==> src/rtl/ccp_pkg.sv <==
// Package: shared constants and types of the capture/compare channel.
// Assumes a two-bit word address space for the register port.
package ccp_pkg;
    localparam int ADDR_W = 2;

    localparam logic [ADDR_W-1:0] ADR_CTRL = 2'd0;
    localparam logic [ADDR_W-1:0] ADR_VAL  = 2'd1;
    localparam logic [ADDR_W-1:0] ADR_SEL  = 2'd2;
    localparam logic [ADDR_W-1:0] ADR_FLAG = 2'd3;

    // Bit positions inside the control and flag words
    localparam int CTRL_MODE_BIT = 0;
    localparam int CTRL_PE_BIT   = 1;
    localparam int FLAG_CMP_BIT  = 0;
    localparam int FLAG_CAP_BIT  = 1;

    typedef enum logic {
        MODE_COMPARE = 1'b0,
        MODE_CAPTURE = 1'b1
    } ch_mode_e;
endpackage

==> src/rtl/ccp_capture.sv <==
// Module: ccp_capture
// Selects one of N_SRC candidate inputs by code, resynchronises it and emits
// a one-cycle pulse on each rising edge. Codes at or above N_SRC select a
// constant low. Assumes inputs may be asynchronous to clk.
module ccp_capture #(
    parameter int N_SRC       = 5,
    parameter int SEL_W       = 4,
    parameter int SYNC_STAGES = 2
) (
    input  logic             clk,
    input  logic             rst_n,
    input  logic [N_SRC-1:0] src_i,
    input  logic [SEL_W-1:0] sel_i,
    output logic             rise_o
);
    logic                   muxed;
    logic [SYNC_STAGES-1:0] sync_q;
    logic                   last_q;

    // Pick the selected source; reserved codes give constant low
    always_comb begin
        muxed = 1'b0;
        for (int i = 0; i < N_SRC; i++) begin
            if (sel_i == SEL_W'(i)) muxed = src_i[i];
        end
    end

    // Synchroniser chain feeding the edge register
    always_ff @(posedge clk) begin
        if (!rst_n) begin
            sync_q <= '0;
            last_q <= 1'b0;
        end else begin
            sync_q <= {sync_q[SYNC_STAGES-2:0], muxed};
            last_q <= sync_q[SYNC_STAGES-1];
        end
    end

    // Rising edge of the synchronised input
    assign rise_o = sync_q[SYNC_STAGES-1] & ~last_q;
endmodule

==> src/rtl/ccp_compare.sv <==
// Module: ccp_compare
// Equality comparator between counter and active compare value; gates the
// channel output by the mode. Assumes both operands are in the clk domain.
module ccp_compare #(
    parameter int DATA_W = 16
) (
    input  logic              capture_mode_i,
    input  logic [DATA_W-1:0] cnt_i,
    input  logic [DATA_W-1:0] active_i,
    output logic              match_o
);
    // Match only counts in output-compare mode
    always_comb match_o = !capture_mode_i && (cnt_i == active_i);
endmodule

==> src/rtl/ccp_regs.sv <==
// Module: ccp_regs
// Register file of the channel: control, preload and active value, source
// selector, sticky flags and registered read data. Assumes cap_evt_i is a
// single-cycle pulse already qualified by nothing but the edge detector.
module ccp_regs
    import ccp_pkg::*;
#(
    parameter int DATA_W = 16,
    parameter int SEL_W  = 4
) (
    input  logic              clk,
    input  logic              rst_n,
    input  logic [DATA_W-1:0] cnt_i,
    input  logic              upd_i,
    input  logic              wr_en_i,
    input  logic              rd_en_i,
    input  logic [ADDR_W-1:0] addr_i,
    input  logic [DATA_W-1:0] wr_data_i,
    input  logic              rise_i,
    input  logic              match_i,
    output logic [DATA_W-1:0] rd_data_o,
    output logic              mode_o,
    output logic              pe_o,
    output logic [SEL_W-1:0]  sel_o,
    output logic [DATA_W-1:0] preload_o,
    output logic [DATA_W-1:0] active_o,
    output logic              cmp_flag_o,
    output logic              cap_flag_o
);
    ch_mode_e          mode_q;
    logic              pe_q;
    logic [SEL_W-1:0]  sel_q;
    logic [DATA_W-1:0] preload_q;
    logic [DATA_W-1:0] active_q;
    logic              cmp_q;
    logic              cap_q;
    logic              cap_evt;
    logic              wr_val_cmp;
    logic [DATA_W-1:0] rd_mux;

    // Capture only counts in input mode; value writes only in output mode
    assign cap_evt    = rise_i && (mode_q == MODE_CAPTURE);
    assign wr_val_cmp = wr_en_i && (addr_i == ADR_VAL) && (mode_q == MODE_COMPARE);

    // Control and selector registers
    always_ff @(posedge clk) begin
        if (!rst_n) begin
            mode_q <= MODE_COMPARE;
            pe_q   <= 1'b0;
            sel_q  <= '0;
        end else if (wr_en_i) begin
            if (addr_i == ADR_CTRL) begin
                mode_q <= ch_mode_e'(wr_data_i[CTRL_MODE_BIT]);
                pe_q   <= wr_data_i[CTRL_PE_BIT];
            end
            if (addr_i == ADR_SEL) sel_q <= wr_data_i[SEL_W-1:0];
        end
    end

    // Preload register: loaded by value writes in output mode
    always_ff @(posedge clk) begin
        if (!rst_n)          preload_q <= '0;
        else if (wr_val_cmp) preload_q <= wr_data_i;
    end

    // Active register: capture, direct load, or update-event transfer
    always_ff @(posedge clk) begin
        if (!rst_n) begin
            active_q <= '0;
        end else if (cap_evt) begin
            active_q <= cnt_i;
        end else if (mode_q == MODE_COMPARE) begin
            if (wr_val_cmp && !pe_q) active_q <= wr_data_i;
            else if (pe_q && upd_i)  active_q <= preload_q;
        end
    end

    // Sticky flags, write-one-to-clear, set has priority
    always_ff @(posedge clk) begin
        if (!rst_n) begin
            cmp_q <= 1'b0;
            cap_q <= 1'b0;
        end else begin
            if (match_i)
                cmp_q <= 1'b1;
            else if (wr_en_i && addr_i == ADR_FLAG && wr_data_i[FLAG_CMP_BIT])
                cmp_q <= 1'b0;
            if (cap_evt)
                cap_q <= 1'b1;
            else if (wr_en_i && addr_i == ADR_FLAG && wr_data_i[FLAG_CAP_BIT])
                cap_q <= 1'b0;
        end
    end

    // Read multiplexer with capture bypass on the value address
    always_comb begin
        rd_mux = '0;
        case (addr_i)
            ADR_CTRL: begin
                rd_mux[CTRL_MODE_BIT] = mode_q;
                rd_mux[CTRL_PE_BIT]   = pe_q;
            end
            ADR_VAL: begin
                if (mode_q == MODE_CAPTURE) rd_mux = cap_evt ? cnt_i : active_q;
                else                        rd_mux = preload_q;
            end
            ADR_SEL:  rd_mux[SEL_W-1:0] = sel_q;
            default: begin
                rd_mux[FLAG_CMP_BIT] = cmp_q;
                rd_mux[FLAG_CAP_BIT] = cap_q;
            end
        endcase
    end

    // Registered read data
    always_ff @(posedge clk) begin
        if (!rst_n)       rd_data_o <= '0;
        else if (rd_en_i) rd_data_o <= rd_mux;
    end

    assign mode_o     = mode_q;
    assign pe_o       = pe_q;
    assign sel_o      = sel_q;
    assign preload_o  = preload_q;
    assign active_o   = active_q;
    assign cmp_flag_o = cmp_q;
    assign cap_flag_o = cap_q;
endmodule

==> src/rtl/ccp_channel.sv <==
// Module: ccp_channel (top)
// One capture/compare channel with preloaded compare value and a selectable
// capture source. Assumes cnt_i and upd_i come from the counter in clk domain.
module ccp_channel
    import ccp_pkg::*;
#(
    parameter int DATA_W      = 16,
    parameter int N_SRC       = 5,
    parameter int SEL_W       = 4,
    parameter int SYNC_STAGES = 2
) (
    input  logic              clk,
    input  logic              rst_n,
    input  logic [DATA_W-1:0] cnt_i,
    input  logic              upd_i,
    input  logic [N_SRC-1:0]  src_i,
    input  logic              wr_en_i,
    input  logic              rd_en_i,
    input  logic [1:0]        addr_i,
    input  logic [DATA_W-1:0] wr_data_i,
    output logic [DATA_W-1:0] rd_data_o,
    output logic              ch_out_o,
    output logic              cmp_flag_o,
    output logic              cap_flag_o
);
    logic              mode_w;
    logic              pe_w;
    logic [SEL_W-1:0]  sel_w;
    logic [DATA_W-1:0] preload_w;
    logic [DATA_W-1:0] active_w;
    logic              rise_w;
    logic              match_w;

    ccp_capture #(
        .N_SRC(N_SRC), .SEL_W(SEL_W), .SYNC_STAGES(SYNC_STAGES)
    ) u_cap (
        .clk(clk), .rst_n(rst_n), .src_i(src_i), .sel_i(sel_w), .rise_o(rise_w)
    );

    ccp_compare #(.DATA_W(DATA_W)) u_cmp (
        .capture_mode_i(mode_w), .cnt_i(cnt_i), .active_i(active_w), .match_o(match_w)
    );

    ccp_regs #(.DATA_W(DATA_W), .SEL_W(SEL_W)) u_regs (
        .clk(clk), .rst_n(rst_n), .cnt_i(cnt_i), .upd_i(upd_i),
        .wr_en_i(wr_en_i), .rd_en_i(rd_en_i), .addr_i(addr_i), .wr_data_i(wr_data_i),
        .rise_i(rise_w), .match_i(match_w), .rd_data_o(rd_data_o),
        .mode_o(mode_w), .pe_o(pe_w), .sel_o(sel_w), .preload_o(preload_w),
        .active_o(active_w), .cmp_flag_o(cmp_flag_o), .cap_flag_o(cap_flag_o)
    );

    // Output pin follows the compare match
    assign ch_out_o = match_w;
endmodule

==> config.mk <==
export PLATFORM = sky130hd
export DESIGN_NAME = ccp_channel
export DESIGN_NICKNAME = d
export VERILOG_FILES = /design/src/rtl/ccp_pkg.sv /design/src/rtl/ccp_capture.sv /design/src/rtl/ccp_compare.sv /design/src/rtl/ccp_regs.sv /design/src/rtl/ccp_channel.sv
export SDC_FILE = /design/constraint.sdc
export NUM_CORES = 1
export LEC_CHECK = 0
export BUFFER_PORTS_ARGS = -buffer_cell sky130_fd_sc_hd__buf_2
export CORE_ASPECT_RATIO = 1.1
export CORE_UTILIZATION = 49
export CTS_CLUSTER_SIZE = 10
export DETAILED_ROUTE_END_ITERATION = 8
export GPL_TIMING_DRIVEN = 0
export PLACE_DENSITY = 0.75
export SLEW_MARGIN = 10
export SYNTH_ARGS = -nofsm -noshare
export SYNTH_HDL_FRONTEND = slang
export SYNTH_SLANG_ARGS = --single-unit
==> constraint.sdc <==
create_clock -name clk -period 1.35 [get_ports clk]
set_input_delay 0.2025 -clock clk [delete_from_list [all_inputs] [get_ports clk]]
set_output_delay 0.2025 -clock clk [all_outputs]
set_load 0.02 [all_outputs]
==> results of run 1 <==
[placed cells by master, fill, tap and decap left out, drive strengths merged, types with 3 or more instances in the layout]
| master | count |
|---|---|
| o31ai | 17 |
| a211o | 11 |
| o21ai | 4 |
| nand2b | 12 |
| nand2 | 60 |
| xor2 | 15 |
| a211oi | 5 |
| ha | 4 |
| mux2i | 14 |
| o221ai | 16 |
| buf | 100 |
| nor4 | 3 |
| clkbuf | 23 |
| a21oi | 52 |
| nand3 | 11 |
| dfxtp | 59 |
| nand3b | 3 |
| inv | 6 |
| nor2 | 19 |
[cell type report]
cell class / count / area share [%]
sequential: 59 / 29.0
timing repair buffer: 89 / 13.6
clock buffer: 13 / 4.07
multi-input combinational: 268 / 46.8
buffer: 21 / 3.35
tap: 77 / 2.32
clock inverter: 2 / 0.241
inverter: 6 / 0.543
[layer usage]
layer  vias to the layer above  track usage (%)
met4                         0             14.2
met5                         -                0
li1                       1488                -
met1                      1484             36.9
met3                        31             6.88
met2                       191             47.6
[state kept, by name, summed over array words and instances (netlist names)]
register,cells
u_cap.sync_q,2
u_regs.preload_o,16
u_regs.cap_flag_o,1
u_cap.last_q,1
u_regs.rd_data_o,16
u_regs.active_o,16
u_regs.pe_o,1
u_regs.mode_o,1
u_regs.cmp_flag_o,1
u_regs.sel_o,4
[timing repair]
| action | 4_1_cts | 5_1_grt |
|---|---|---|
| endpoints found under the hold margin | 0 | 0 |
| setup buffers | 18 | 7 |
| gates resized for setup | 45 | 27 |
| pin swaps | 21 | 22 |
| gates cloned | 2 | 1 |
| hold buffers | 0 | 0 |
| endpoints found under the setup margin | 44 | 45 |
[worst max-delay path: stages (launching register included)]
cell     delay [ns]
dfxtp_2        0.33
xor2_1         0.17
nor4_2         0.34
nand3_1        0.19
nor2_1         0.14
buf_4          0.15
[metrics by stage]
stage          cell area (µm²)  instances
2_1_floorplan             3100        359
3_3_place_gp              3500        497
3_5_place_dp              3500        497
4_1_cts                   4000        530
5_1_grt                   4150        535
6_report                  4150        535
[where the power goes]
group          internal [mW]  total, mW  switching (mW)
Combinational          0.298      0.667           0.369
Sequential              1.81       1.88          0.0655
Clock                  0.800       1.51           0.705
[cells by family (layout without fill, tap and decap cells)]
kind of cell,count (synthesis),in the layout
AO/OA/AOI/OAI,113,113
XOR/XNOR,16,16
adder cells (fa/ha/maj),4,4
buffers and inverters,32,131
flip-flops,59,59
multiplexers,15,15
AND/OR/NAND/NOR,120,120
[worst max-delay path by stage]
stage	slack, ns	start	end
global placement	-0.31	addr_i[1]	u_regs.active_o[9]
finish	-0.52	u_regs.active_o[9]	ch_out_o
detailed placement	-0.35	addr_i[1]	u_regs.active_o[15]
floorplan	-0.07	u_regs.mode_o	u_regs.active_o[10]
CTS	-0.44	u_regs.active_o[0]	ch_out_o
global route	-0.60	u_regs.active_o[1]	ch_out_o
==> results.md, run 1 <==
* Area Overhead vs Synth at 34.4%
* Critical Path End Type: output pin
* Largest family of logic cells by synthesized area: compound AO/OA/AOI/OAI gates
* WHS Path Cells at 3
* Post-synth top area cell: dfxtp_1
* Worst reg2reg startpoint: u_regs.active_o[9]
* Ports at 63
* FP Rows at 29
* Worst EP required at approximately 1.2 ns
* Post-synth top cells: 60 x nand2_1, 59 x dfxtp_1, 52 x a21oi_1
* Failing checks: negative setup slack
* Fraction of final layout cells sized beyond drive strength 1 at 36.7%
* Fin. max-slew vios at 0
* RSZ-0062 raised after global routing: true
* GRT Overall Usage at 29.5%
* Clk_skew at 0.00651 ns
* Final setup viols at 19
* Synth unique cells at 41
* Final Util at 70.1%
* Relative slew margins at 57.4%
* FF-to-FF setup slack at -0.50 ns
* Num CTS Buffers at 9
* Period utilization at 139%
* Critical path type: reg -> out
* Hold WC Path Type: in -> reg
* Mux contribution to synthesized area at 5.27%
* Reg-to-reg endpoint: u_regs.cmp_flag_o
* PortBufs at approximately 60
* Clock sinks at 59
* Max rail drop VDD at around 0.0006 V
* Setup TNS Final at -3.03 ns
* Drt first pass iters at 4
* MaxCap Viol Count at 0
* Yosys reg bits at between 50 and 60
* Drt wl/cell at 18.5 µm
* Congestion Overflow GR at 0
* Uppermost routed layer: met4
* Placeable Area at 5910 µm²
* Ant. Diodes at 0
* Starting DRC count in detailed routing at 230
* Syn Inst Count at 359
* Synth warn at 0
* Fmax at 0.534 GHz
* Final Hold Fails at 0
* Critical path fanouts, max at 2
* Synthesized area per cell at 8.59 µm²
* Multi-input gate area at 1940 µm²
* Clock latency on the worst-skew pair at 0.36 ns
* Top-count cell post-synth: nand2_1
* Detail Placement HPWL at 6270 µm
* Via density per instance at 5.97
* Power Total at about 4.0 mW
* Seq/Total Area, Yosys at 38.3%
* Run status: complete, but fails checks
* H-tree depth at 3
* # nets final at 502
* Simple-gate share of the synthesized area at 18.6%
* Synth Net Count at roughly 410
* # fillers at 441
* Area contributors post-synth: dfxtp_1 38%, a21oi_1 8.4%, nand2_1 7.3%, o221ai_2 4.9%, mux2i_1 4.5%
* Wire length on met2 at 4760 µm
* Worst Setup Slack, final at -0.524 ns
* Register area at 1200 µm²
* First-pass GRT wire length at 14500 µm
* Top_reg_cell synth: dfxtp_1
* Post-synthesis compound-gate area fraction at approximately a quarter
* Hold WS at ~0.10 ns
* Final WL at around 9900 µm
* Synth top area share at 38.3%
* Measured slew at the worst slew-check pin at 0.640 ns
* Vias in the first global route at 2915
* CTS root buffer: clkbuf_8
* Routed via count at about 3200
* Die span in x at around 78 µm
* CP arrival at 1.67 ns
* Worst hold path endpoint: u_regs.preload_o[14]
* Synth Area in XOR/XNOR at 4.54%
* Clock-pin slew on the worst setup and hold paths at 0.07 ns
* CTS tree: built
* ANT nets after route at 0
* Met1 wire length at between 4000 and 5000 µm
* Lkg Pwr at 1.78 nW
* Syn Std Cell Area at 3080 µm²
* Number of synthesized flops with an enable pin at 0
* Clk buf depth at 2
* Min-delay src: wr_data_i[14]
* Initial core utilization at around 52%
* DR WL met3 at 837 µm
* Post-synth ARST share at 0%
* Post-synthesis adder-cell area fraction at under 10%
* Power Dens Cells at 976 nW/µm²
* Min Tclk post-route at 1.87 ns
* GP Congestion at around 0.85
* Reg2Reg Depth at 8
* Initial antenna violation count at 0
* Setup WS pre-CTS at -0.347 ns
* Post-route DRC at 0
* Largest net degree at the start of global routing at 12
* Setup crit start kind: register
* Die Footprint at about 6600 µm²
* Die Y at 85.2 µm
Note: power is estimated with default switching activity, not from simulation.
==> run 2, diff against run 1 <==
Settings changed: CELL_PAD_IN_SITES_DETAIL_PLACEMENT set to 0, CELL_PAD_IN_SITES_GLOBAL_PLACEMENT set to 1, CORE_UTILIZATION 49 to 37, PLACE_DENSITY 0.75 to not set, PLACE_DENSITY_LB_ADDON set to 0.1.
==> results.md, run 2 (synthesis gave the netlist of run 1 again) <==
* Max rail drop VDD at 0.000614 V
* Fmax at between 0.5 and 0.6 GHz
* Clk_skew at around 0.0094 ns
* RSZ-0062 raised after global routing: true
* Lkg Pwr at 1.86 nW
* GP Congestion at ~0.84
* CP arrival at 1.62 ns
* Inst Count DP at approximately 530
* Hold WC Path Type: in -> reg
* Clock-pin slew on the worst setup and hold paths at 0.08 ns
* Post-route DRC at 0
* DP Area at 3540 µm²
* Clock sinks at 59
* Final setup viols at 23
* Critical path fanouts, max at 3
* Largest net degree at the start of global routing at 17
* Worst reg2reg startpoint: u_regs.active_o[3]
* Die Y at just under 100 µm
* Power Total at 4.31 mW
* Register area at 1200 µm²
* Min-delay src: wr_data_i[14]
* # nets final at 508
* GRT Overall Usage at between 20% and 30%
* Worst EP required at between 1 and 1.5 ns
* First-pass GRT wire length at 16500 µm
* Final WL at about 11000 µm
* CTS tree: built
* # fillers at 763
* Post-Layout Cell Count at 573
* Post-Layout Inst Area at 4420 µm²
* Ant. Diodes at 0
* PortBufs at 61
* FP Rows at 34
* Min Tclk post-route at 1.82 ns
* FF-to-FF setup slack at -0.39 ns
* Setup TNS Final at -3.72 ns
* Detail Placement HPWL at 7220 µm
* Reg-to-reg endpoint: u_regs.cmp_flag_o
* Most frequent cells in the layout: 60 x buf_2, 59 x nand2_1, 51 x dfxtp_1
* Die Footprint at 8710 µm²
* Area Overhead vs Synth at 43.2%
* Measured slew at the worst slew-check pin at 0.761 ns
* Power Dens Cells at 976 nW/µm²
* Ports at 63
* CTS root buffer: clkbuf_8
* Reg2Reg Depth at 8
* Fraction of final layout cells sized beyond drive strength 1 at 38.7%
* Worst hold path endpoint: u_regs.preload_o[14]
* Clk buf depth at 2
* DR WL met3 at 557 µm
* Met1 wire length at 4670 µm
* H-tree depth at 3
* MaxCap Viol Count at 0
* Setup crit start kind: register
* Period utilization at 135%
* Uppermost routed layer: met4
* Relative slew margins at 49.3%
* Initial antenna violation count at 0
* Congestion Overflow GR at 0
* Final Hold Fails at 0
* Starting DRC count in detailed routing at 178
* ANT nets after route at 0
* Via density per instance at 5.50
* Worst Setup Slack, final at -0.473 ns
* Wire length on met2 at 5240 µm
* Placeable Area at 8000 µm²
* Initial core utilization at 38.6%
* Clock latency on the worst-skew pair at 0.35 ns
* Routed via count at about 3200
* Setup WS pre-CTS at -0.461 ns
* Multi-input gate area at 2010 µm²
* Die span in x at between 80 and 90 µm
* Run status: complete, but fails checks
* Drt wl/cell at 19.2 µm
* Vias in the first global route at 2997
* Commonest non-fill, non-tap cell in the layout: buf_2
* Fin. max-slew vios at 0
* Critical path type: reg -> out
* Drt first pass iters at 7
* Critical Path End Type: output pin
* Num CTS Buffers at 9
* Failing checks: negative setup slack
* WHS Path Cells at 3
[run 2: per-stage QoR]
stage	utilization [%]	hold slack, ns
CTS	52.9	0.100
floorplan	-	0.336
finish	55.2	0.110
global placement	44.3	0.434
detailed placement	44.3	0.443
global route	55.2	0.111
[run 2: per-layer routing]
layer | vias up | GRT usage, %
met5 | - | 0
met4 | 0 | 16.2
met3 | 40 | 3.72
met2 | 118 | 42.2
met1 | 1490 | 32.8
li1 | 1503 | -
[run 2: critical path, cell delays in order, from the launching register on]
cell and delay, ns:
dfxtp_2 0.34, xor2_1 0.17, nor4_1 0.27, nand3_1 0.17, nor2_1 0.15, buf_4 0.16
[run 2: cell type report]
cell class                 count  area share [%]
clock buffer                  12            3.74
sequential                    59            27.1
clock inverter                 4            1.08
timing repair buffer          94            14.4
inverter                       6           0.510
tap                          108            3.06
buffer                        22            4.56
multi-input combinational    268            45.6
[run 2: worst max path at each step]
stage / startpoint / end / slack [ns]
after floorplan: u_regs.mode_o / u_regs.active_o[10] / -0.07
after global placement: addr_i[1] / u_regs.active_o[14] / -0.42
after detailed placement: addr_i[1] / u_regs.active_o[12] / -0.46
after CTS: u_regs.active_o[14] / ch_out_o / -0.46
after global routing: u_regs.active_o[3] / ch_out_o / -0.57
final: u_regs.active_o[3] / ch_out_o / -0.47
[run 2: timing repair]
| action | 4_1_cts | 5_1_grt |
|---|---|---|
| hold buffers | 0 | 0 |
| gates resized for setup | 61 | 32 |
| pin swaps | 25 | 29 |
| buffers inserted | 22 | 10 |
| gates cloned | 2 | 1 |
| setup endpoints to repair | 48 | 49 |
[run 2: power by group]
group | internal [mW] | total (mW) | switching (mW)
Sequential | 1.81 | 1.87 | 0.0669
Clock | 0.997 | 1.73 | 0.738
Combinational | 0.322 | 0.704 | 0.382
